File: config.mk
export PLATFORM = sky130hd
export DESIGN_NAME = tlb_assoc
export DESIGN_NICKNAME = d
export VERILOG_FILES = /design/src/rtl/tlb_pkg.sv /design/src/rtl/tlb_slot_cmp.sv /design/src/rtl/tlb_first_hit.sv /design/src/rtl/tlb_table.sv /design/src/rtl/tlb_assoc.sv
export SDC_FILE = /design/constraint.sdc
export NUM_CORES = 2
export LEC_CHECK = 0
export BUFFER_PORTS_ARGS = -buffer_cell sky130_fd_sc_hd__buf_2
export CAP_MARGIN = 20
export CORE_MARGIN = 8
export CORE_UTILIZATION = 30
export DETAILED_ROUTE_END_ITERATION = 10
export GPL_TIMING_DRIVEN = 1
export PLACE_DENSITY = 0.46
export SYNTH_ARGS = -nofsm -noshare
export SYNTH_HDL_FRONTEND = slang
export SYNTH_SLANG_ARGS = --single-unit
File: constraint.sdc
create_clock -name clk -period 2.77 [get_ports clk]
set_input_delay 0.4155 -clock clk [delete_from_list [all_inputs] [get_ports clk]]
set_output_delay 0.4155 -clock clk [all_outputs]
set_load 0.02 [all_outputs]
File: src/rtl/tlb_pkg.sv
// Package: shared request-kind encoding for the translation buffer.
// Assumes: one request kind bit on the top-level port.
package tlb_pkg;
    typedef enum logic {
        KIND_LOOKUP = 1'b0,
        KIND_PROBE  = 1'b1
    } req_kind_e;
endpackage

File: src/rtl/tlb_slot_cmp.sv
// Module: tlb_slot_cmp
// Compares one stored slot against a request page number and tag.
// Assumes: mask bits set mean "do not compare"; either valid flag makes the
// slot live. Purely combinational.
module tlb_slot_cmp #(
    parameter int VPN_W  = 20,
    parameter int ASID_W = 8
) (
    input  logic [VPN_W-1:0]  s_vpn,
    input  logic [VPN_W-1:0]  s_mask,
    input  logic [ASID_W-1:0] s_asid,
    input  logic              s_global,
    input  logic              s_v0,
    input  logic              s_v1,
    input  logic [VPN_W-1:0]  q_vpn,
    input  logic [ASID_W-1:0] q_asid,
    output logic              hit
);
    logic page_eq;
    logic tag_ok;
    logic live;

    // Page agreement outside the masked bits.
    assign page_eq = ((q_vpn ^ s_vpn) & ~s_mask) == '0;
    // Global slots skip the tag compare.
    assign tag_ok  = s_global || (q_asid == s_asid);
    // Slot is live when either half is valid.
    assign live    = s_v0 | s_v1;
    // Final hit.
    assign hit     = page_eq && tag_ok && live;
endmodule

File: src/rtl/tlb_first_hit.sv
// Module: tlb_first_hit
// Lowest-index priority encoder over the per-slot hit vector.
// Assumes: N >= 2. Combinational.
module tlb_first_hit #(
    parameter int N     = 8,
    parameter int IDX_W = $clog2(N)
) (
    input  logic [N-1:0]     hits,
    output logic             any,
    output logic [IDX_W-1:0] idx
);
    // Any slot hit.
    assign any = |hits;

    // Scan from the top so the lowest set bit is the last one written.
    always_comb begin
        idx = '0;
        for (int i = N - 1; i >= 0; i--) begin
            if (hits[i]) idx = IDX_W'(i);
        end
    end
endmodule

File: src/rtl/tlb_table.sv
// Module: tlb_table
// Slot storage with indexed write, whole-table flush and the replacement
// pointer. Assumes: flush has priority over write and over pointer step;
// reset is synchronous active-low; out-of-range writes are dropped here
// and flagged one cycle later.
module tlb_table #(
    parameter int ENTRIES = 8,
    parameter int VPN_W   = 20,
    parameter int PFN_W   = 20,
    parameter int ASID_W  = 8,
    parameter int IDX_W   = $clog2(ENTRIES),
    parameter int WIDX_W  = IDX_W + 1
) (
    input  logic                           clk,
    input  logic                           rst_n,
    input  logic                           flush,
    input  logic                           wr_en,
    input  logic [WIDX_W-1:0]              wr_idx,
    input  logic [VPN_W-1:0]               wr_vpn,
    input  logic [VPN_W-1:0]               wr_mask,
    input  logic [ASID_W-1:0]              wr_asid,
    input  logic                           wr_global,
    input  logic                           wr_v0,
    input  logic                           wr_v1,
    input  logic [PFN_W-1:0]               wr_pfn0,
    input  logic [PFN_W-1:0]               wr_pfn1,
    output logic                           wr_warn,
    input  logic                           ptr_step,
    output logic [IDX_W-1:0]               ptr,
    output logic [ENTRIES-1:0][VPN_W-1:0]  t_vpn,
    output logic [ENTRIES-1:0][VPN_W-1:0]  t_mask,
    output logic [ENTRIES-1:0][ASID_W-1:0] t_asid,
    output logic [ENTRIES-1:0]             t_global,
    output logic [ENTRIES-1:0]             t_v0,
    output logic [ENTRIES-1:0]             t_v1,
    output logic [ENTRIES-1:0][PFN_W-1:0]  t_pfn0,
    output logic [ENTRIES-1:0][PFN_W-1:0]  t_pfn1
);
    localparam logic [WIDX_W-1:0] LIMIT = WIDX_W'(ENTRIES);
    localparam logic [IDX_W-1:0]  LAST  = IDX_W'(ENTRIES - 1);

    logic             in_range;
    logic [IDX_W-1:0] slot;

    // Index legality and the slot number it selects.
    assign in_range = wr_idx < LIMIT;
    assign slot     = wr_idx[IDX_W-1:0];

    // Slot contents: reset or flush clears everything, else apply a legal write.
    always_ff @(posedge clk) begin
        if (!rst_n || flush) begin
            t_vpn    <= '0;
            t_mask   <= '0;
            t_asid   <= '0;
            t_global <= '0;
            t_v0     <= '0;
            t_v1     <= '0;
            t_pfn0   <= '0;
            t_pfn1   <= '0;
        end else if (wr_en && in_range) begin
            t_vpn[slot]    <= wr_vpn;
            t_mask[slot]   <= wr_mask;
            t_asid[slot]   <= wr_asid;
            t_global[slot] <= wr_global;
            t_v0[slot]     <= wr_v0;
            t_v1[slot]     <= wr_v1;
            t_pfn0[slot]   <= wr_pfn0;
            t_pfn1[slot]   <= wr_pfn1;
        end
    end

    // One-cycle flag for a write aimed past the table.
    always_ff @(posedge clk) begin
        if (!rst_n) wr_warn <= 1'b0;
        else        wr_warn <= wr_en && !in_range;
    end

    // Replacement pointer: cleared by flush, wraps after the last slot.
    always_ff @(posedge clk) begin
        if (!rst_n || flush)  ptr <= '0;
        else if (ptr_step)    ptr <= (ptr == LAST) ? '0 : ptr + 1'b1;
    end
endmodule

File: src/rtl/tlb_assoc.sv
// Module: tlb_assoc (top)
// Fully associative translation buffer: parallel masked compare, lowest-index
// priority, registered lookup/probe result, request-side alignment and
// uncacheable checks, and a registered read through the replacement pointer.
// Assumes: writes and flushes cancel a request in the same cycle; a flush
// also cancels a pointer read; VA_W > VPN_W and ENTRIES >= 2.
module tlb_assoc #(
    parameter int          ENTRIES   = 8,
    parameter int          VA_W      = 32,
    parameter int          VPN_W     = 20,
    parameter int          PFN_W     = 20,
    parameter int          ASID_W    = 8,
    parameter logic [31:0] UNC_MATCH = 32'hA000_0000,
    parameter int          IDX_W     = $clog2(ENTRIES),
    parameter int          WIDX_W    = IDX_W + 1,
    parameter int          RES_W     = IDX_W + 1
) (
    input  logic              clk,
    input  logic              rst_n,
    input  logic              req_valid,
    input  logic              req_kind,
    input  logic              req_fetch,
    input  logic [VA_W-1:0]   req_va,
    input  logic [ASID_W-1:0] req_asid,
    output logic              res_valid,
    output logic              res_hit,
    output logic [RES_W-1:0]  res_idx,
    output logic              res_v0,
    output logic              res_v1,
    output logic [PFN_W-1:0]  res_pfn0,
    output logic [PFN_W-1:0]  res_pfn1,
    output logic              res_align_fault,
    output logic              res_uncached,
    input  logic              wr_en,
    input  logic [WIDX_W-1:0] wr_idx,
    input  logic [VPN_W-1:0]  wr_vpn,
    input  logic [VPN_W-1:0]  wr_mask,
    input  logic [ASID_W-1:0] wr_asid,
    input  logic              wr_global,
    input  logic              wr_v0,
    input  logic              wr_v1,
    input  logic [PFN_W-1:0]  wr_pfn0,
    input  logic [PFN_W-1:0]  wr_pfn1,
    output logic              wr_warn,
    input  logic              flush,
    input  logic              nx_rd,
    input  logic              nx_adv,
    output logic              nx_done,
    output logic [IDX_W-1:0]  nx_idx,
    output logic [VPN_W-1:0]  nx_vpn,
    output logic [VPN_W-1:0]  nx_mask,
    output logic [ASID_W-1:0] nx_asid,
    output logic              nx_global,
    output logic              nx_v0,
    output logic              nx_v1,
    output logic [PFN_W-1:0]  nx_pfn0,
    output logic [PFN_W-1:0]  nx_pfn1
);
    import tlb_pkg::*;

    localparam int              PAGE_SHIFT = VA_W - VPN_W;
    localparam logic [VA_W-1:0] UNC_PAT    = VA_W'(UNC_MATCH);

    logic [ENTRIES-1:0][VPN_W-1:0]  t_vpn;
    logic [ENTRIES-1:0][VPN_W-1:0]  t_mask;
    logic [ENTRIES-1:0][ASID_W-1:0] t_asid;
    logic [ENTRIES-1:0]             t_global;
    logic [ENTRIES-1:0]             t_v0;
    logic [ENTRIES-1:0]             t_v1;
    logic [ENTRIES-1:0][PFN_W-1:0]  t_pfn0;
    logic [ENTRIES-1:0][PFN_W-1:0]  t_pfn1;
    logic [IDX_W-1:0]               ptr;
    logic                           ptr_step;
    logic                           nx_go;

    logic [VPN_W-1:0]   q_vpn;
    logic [ENTRIES-1:0] slot_hit;
    logic               any_hit;
    logic [IDX_W-1:0]   win_idx;
    req_kind_e          kind;
    logic               accept;
    logic               misalign;
    logic               eff_hit;
    logic               give_frame;
    logic               unc;

    // Storage, write path, flush and replacement pointer.
    tlb_table #(
        .ENTRIES (ENTRIES),
        .VPN_W   (VPN_W),
        .PFN_W   (PFN_W),
        .ASID_W  (ASID_W),
        .IDX_W   (IDX_W),
        .WIDX_W  (WIDX_W)
    ) u_table (
        .clk       (clk),
        .rst_n     (rst_n),
        .flush     (flush),
        .wr_en     (wr_en),
        .wr_idx    (wr_idx),
        .wr_vpn    (wr_vpn),
        .wr_mask   (wr_mask),
        .wr_asid   (wr_asid),
        .wr_global (wr_global),
        .wr_v0     (wr_v0),
        .wr_v1     (wr_v1),
        .wr_pfn0   (wr_pfn0),
        .wr_pfn1   (wr_pfn1),
        .wr_warn   (wr_warn),
        .ptr_step  (ptr_step),
        .ptr       (ptr),
        .t_vpn     (t_vpn),
        .t_mask    (t_mask),
        .t_asid    (t_asid),
        .t_global  (t_global),
        .t_v0      (t_v0),
        .t_v1      (t_v1),
        .t_pfn0    (t_pfn0),
        .t_pfn1    (t_pfn1)
    );

    // Request page number taken from the upper address bits.
    assign q_vpn = req_va[VA_W-1:PAGE_SHIFT];

    // One comparator per slot.
    for (genvar g = 0; g < ENTRIES; g++) begin : g_cmp
        tlb_slot_cmp #(
            .VPN_W  (VPN_W),
            .ASID_W (ASID_W)
        ) u_cmp (
            .s_vpn    (t_vpn[g]),
            .s_mask   (t_mask[g]),
            .s_asid   (t_asid[g]),
            .s_global (t_global[g]),
            .s_v0     (t_v0[g]),
            .s_v1     (t_v1[g]),
            .q_vpn    (q_vpn),
            .q_asid   (req_asid),
            .hit      (slot_hit[g])
        );
    end

    // Lowest matching slot wins.
    tlb_first_hit #(
        .N     (ENTRIES),
        .IDX_W (IDX_W)
    ) u_first (
        .hits (slot_hit),
        .any  (any_hit),
        .idx  (win_idx)
    );

    // Request qualification and side checks.
    assign kind       = req_kind_e'(req_kind);
    assign accept     = req_valid && !wr_en && !flush;
    assign misalign   = (kind == KIND_LOOKUP) && req_fetch && (req_va[1:0] != 2'b00);
    assign eff_hit    = any_hit && !misalign;
    assign give_frame = eff_hit && (kind == KIND_LOOKUP);
    assign unc        = (req_va & UNC_PAT) == UNC_PAT;

    // Registered translation result.
    always_ff @(posedge clk) begin
        if (!rst_n) begin
            res_valid       <= 1'b0;
            res_hit         <= 1'b0;
            res_idx         <= '1;
            res_v0          <= 1'b0;
            res_v1          <= 1'b0;
            res_pfn0        <= '0;
            res_pfn1        <= '0;
            res_align_fault <= 1'b0;
            res_uncached    <= 1'b0;
        end else begin
            res_valid <= accept;
            if (accept) begin
                res_hit         <= eff_hit;
                res_idx         <= eff_hit ? {1'b0, win_idx} : '1;
                res_v0          <= give_frame ? t_v0[win_idx]   : 1'b0;
                res_v1          <= give_frame ? t_v1[win_idx]   : 1'b0;
                res_pfn0        <= give_frame ? t_pfn0[win_idx] : '0;
                res_pfn1        <= give_frame ? t_pfn1[win_idx] : '0;
                res_align_fault <= misalign;
                res_uncached    <= unc;
            end
        end
    end

    // Pointer read is cancelled by a flush; the step follows a taken read.
    assign nx_go    = nx_rd && !flush;
    assign ptr_step = nx_go && nx_adv;

    // Registered copy of the slot at the pointer.
    always_ff @(posedge clk) begin
        if (!rst_n) begin
            nx_done   <= 1'b0;
            nx_idx    <= '0;
            nx_vpn    <= '0;
            nx_mask   <= '0;
            nx_asid   <= '0;
            nx_global <= 1'b0;
            nx_v0     <= 1'b0;
            nx_v1     <= 1'b0;
            nx_pfn0   <= '0;
            nx_pfn1   <= '0;
        end else begin
            nx_done <= nx_go;
            if (nx_go) begin
                nx_idx    <= ptr;
                nx_vpn    <= t_vpn[ptr];
                nx_mask   <= t_mask[ptr];
                nx_asid   <= t_asid[ptr];
                nx_global <= t_global[ptr];
                nx_v0     <= t_v0[ptr];
                nx_v1     <= t_v1[ptr];
                nx_pfn0   <= t_pfn0[ptr];
                nx_pfn1   <= t_pfn1[ptr];
            end
        end
    end
endmodule

==> results.toml <==
[synth]
syn-num-nets = 4977
synth_edf_count = 0
synth_top_area_frac = 0.415
synth_area_um2 = 42300
yosys_warnings = 0
synth.most_common_cell = "nand2_1"
synth_top_area_cell = "dfxtp_1"
yosysSeqAreaShare = 0.415
synth_area_per_cell_um2 = 8.75
ys.flop_type = "dfxtp_1"
synth_area_leaders = "dfxtp_1 (42%), nand2_1 (14%), mux4_2 (9.7%)"
synthTopCellsByCount = "nand2_1 (1,559), dfxtp_1 (877), a21oi_1 (731), mux2i_1 (346), clkbuf_1 (285)"
async_flop_share = 0
synthCells = 4831
ys_ff_latch = 877
ys_types = 47

[power]
seq_power_share = 0.428
finalPower_mw = 30.0
peakVddDrop_uv = 461
switching_power_mw = 7.58
p_int_mw = 22.4
power_density_nw_per_um2 = 543
p_leak_nw = 21.1
p_clk_frac = 0.493
sw_frac_of_total = 0.253
power_frac_comb = 0.079

[floorplan]
die_h_um = 391
die_area_um2 = 153000
die_width_um = 391
core-area_um2 = 140000
rows = 137
io_pins = 290
start_util = 0.303

[route]
drt-initial-drc-count = 3670
drc_errors = 0
routed_wl_um = 192000
firstDrtPassIters = 6
wl_per_cell_um = 25.9
vias = 38700
vias_per_cell = 5.21
antenna_left = 0

[worst_setup_path]
cp-end-kind = "register"
crit_path_frequent_cell = "mux2i_1"
crit_required_ps = 3420
startpoint_type = "register"
crit_type = "reg2reg"
critPathSlowestCell = "dfxtp_1"
slowest_delay_ps = 360
critPathArrivalTime_ps = 3630
crit_chain = "xnor2_2 > o22ai_1 > nor4_1 > buf_4 > nand4_1 > nand4_4 > nand2b_4 > buf_12 > buf_8 > buf_16 > mux2i_1 > mux2i_1 > a221o_1"
path_max_fanout = 8

[timing]
slew_headroom = 0.273
setup_viol = 42
hold_viol_final = 0
holdWs_ps = 55.4
setup_slack_ps = -206
clock.fmax_mhz = 336
clock-skew-final_ps = 58.4
period_share = 1.07
drv_slew = 0
rsz0062_at_grt = "true"
min_period_ps = 2980
tightestPinTransition_ps = 1090

[layout]
fin_area_um2 = 55300
final_core_util = 0.396
layout-drive-gt1-share = 0.248
layout.nets = 5585
syn2layout_area_growth_pct = 30.7
num-fill-cells = 14100

[placed_design]
place_ws_ps = -979
post_dp_cell_area_um2 = 49100
place.gp.congestion = 1.00
io_buffers = 279
hpwl_um = 127000

[global_route]
antenna_found_initial = 26
grt_pass1_wl_um = 273000
grt_pass1_vias = 37500
grt_max_degree = 112
grt_use_total = 0.239
grt-ovfl-total = 0

[clock_network]
cts-buffers-inserted = 105
clk_path_buf_depth = 3
clk-insertion-delay-late_ps = 760
root_buffer = "clkbuf_16"
htreeDepth = 3
cts.sinks = 877
cts_tree = "done"
clk_pin_slew_ps = 60

[hold_path]
hold_class = "in2reg"

[run_status]
violations = "negative setup slack"
status = "complete, but fails checks"

[run]
drv_cap = 0
## cell usage in the layout (no fill, tap or decap), drive strengths merged, types with 2 or more instances in the layout
| master | Yosys | layout |
|---|---|---|
| o2111ai | 2 | 2 |
| a41o | 6 | 6 |
| dfxtp | 877 | 877 |
| and2 | 43 | 43 |
| o211a | 91 | 91 |
| bufinv | 0 | 9 |
| xnor2 | 188 | 188 |
| a21boi | 3 | 3 |
| diode | 0 | 18 |
| mux4 | 182 | 182 |
| and4 | 2 | 2 |
| o21ai | 9 | 9 |
| o22ai | 102 | 102 |
| buf | 196 | 881 |
| nand2 | 1559 | 1559 |
| nor2b | 6 | 6 |
| clkinvlp | 0 | 4 |
| inv | 3 | 6 |
| and3b | 2 | 2 |
| nor3 | 8 | 8 |
| nor2 | 35 | 35 |
| clkbuf | 285 | 176 |
| clkinv | 0 | 19 |
| and3 | 3 | 3 |
| mux2i | 346 | 346 |
| a221o | 42 | 42 |
| ha | 2 | 2 |
| xor2 | 36 | 36 |
| nand4 | 14 | 14 |
| a21oi | 731 | 731 |
| dlygate4sd3 | 0 | 86 |
| nand3 | 6 | 6 |
| nor3b | 4 | 4 |
| nand2b | 4 | 5 |
| nor4 | 34 | 34 |
| nand3b | 5 | 5 |
## cells by family (layout without fill, tap and decap cells)
kind of cell,Yosys count,after routing,share of synthesized area
AND/OR/NAND/NOR,1726,1727,0.162
AO/OA/AOI/OAI,990,990,0.138
flip-flops,877,877,0.415
multiplexers,528,528,0.179
buffers and inverters,484,1181,0.0590
XOR/XNOR,224,224,0.0468
adder cells (fa/ha/maj),2,2,0.000592
other,0,18,0
## worst max-delay path: cells and delay by family (launching register included)
kind / cells / cell delay, ps
flops: 1 / 360
mux: 2 / 310
compound gates: 2 / 420
buf+inv: 4 / 610
simple gates: 4 / 870
xor+xnor: 1 / 280
## through the flow
stage / TNS [ps] / std cells
floorplan: 0 / 4831
global placement: -43210 / 7077
detailed placement: -41350 / 7077
CTS: -6030 / 7386
global route: -10040 / 7407
finish: -6920 / 7423
## state kept, by name, summed over array words and instances, names as in the netlist, 3 cells and up
| name | cells |
|---|---|
| u_table.t_global | 8 |
| u_table.t_pfn0 | 160 |
| u_table.t_v1 | 8 |
| u_table.t_asid | 64 |
| res_idx | 4 |
| nx_pfn1 | 20 |
| u_table.t_vpn | 160 |
| res_pfn0 | 20 |
| u_table.t_pfn1 | 160 |
| nx_asid | 8 |
| nx_mask | 20 |
| nx_idx | 3 |
| u_table.t_mask | 160 |
| nx_vpn | 20 |
| u_table.t_v0 | 8 |
| res_pfn1 | 20 |
| nx_pfn0 | 20 |
| u_table.ptr | 3 |
## metal layers
metal	GRT usage	up-vias	routed length, um	share of wire
li1	-	17800	-	-
met1	0.308	19000	79400	0.41
met2	0.400	1500	91300	0.47
met3	0.0429	370	13400	0.070
met4	0.0905	10	8320	0.043
met5	0	-	57	0.00030
## what timing repair did
item,in CTS,in global routing
gates resized for setup,96,56
endpoints found under the hold margin,629,0
setup endpoints to repair,44,42
setup buffers,16,9
pin swaps,19,40
hold buffers,86,0
cloned,10,15
## final timing paths
path | cells after the start | start | slack, ps | endpoint
worst max-delay path | 13 | u_table.t_vpn[39] | -210 | res_pfn1[0]
worst min-delay path | 3 | wr_mask[18] | 60 | u_table.t_mask[58]
worst max register to register | 13 | u_table.t_vpn[39] | -210 | res_pfn1[0]
worst min register to register | 2 | u_table.t_pfn0[139] | 470 | u_table.t_pfn0[139]
## power by group through the flow
stage | logic, mW | registers, mW | clock network, mW
6_report | 2.36 | 12.8 | 14.8
5_1_grt | 2.48 | 12.8 | 15.6
4_1_cts | 2.35 | 12.8 | 15.1
3_5_place_dp | 2.19 | 13.1 | 0
3_3_place_gp | 2.19 | 13.1 | 0
2_1_floorplan | 1.07 | 13.2 | 0
## layout make-up
cell class                 instances  area [um^2]  area share
sequential                       877        17600       0.318
tap                             1876         2350      0.0425
clock buffer                     162         3200      0.0578
inverter                           3         11.3    0.000204
antenna                           18         45.0    0.000815
clock inverter                    35          498     0.00901
multi-input combinational       3471        22900       0.414
timing repair buffer             981         8670       0.157
(Power assumes the default switching activity.)
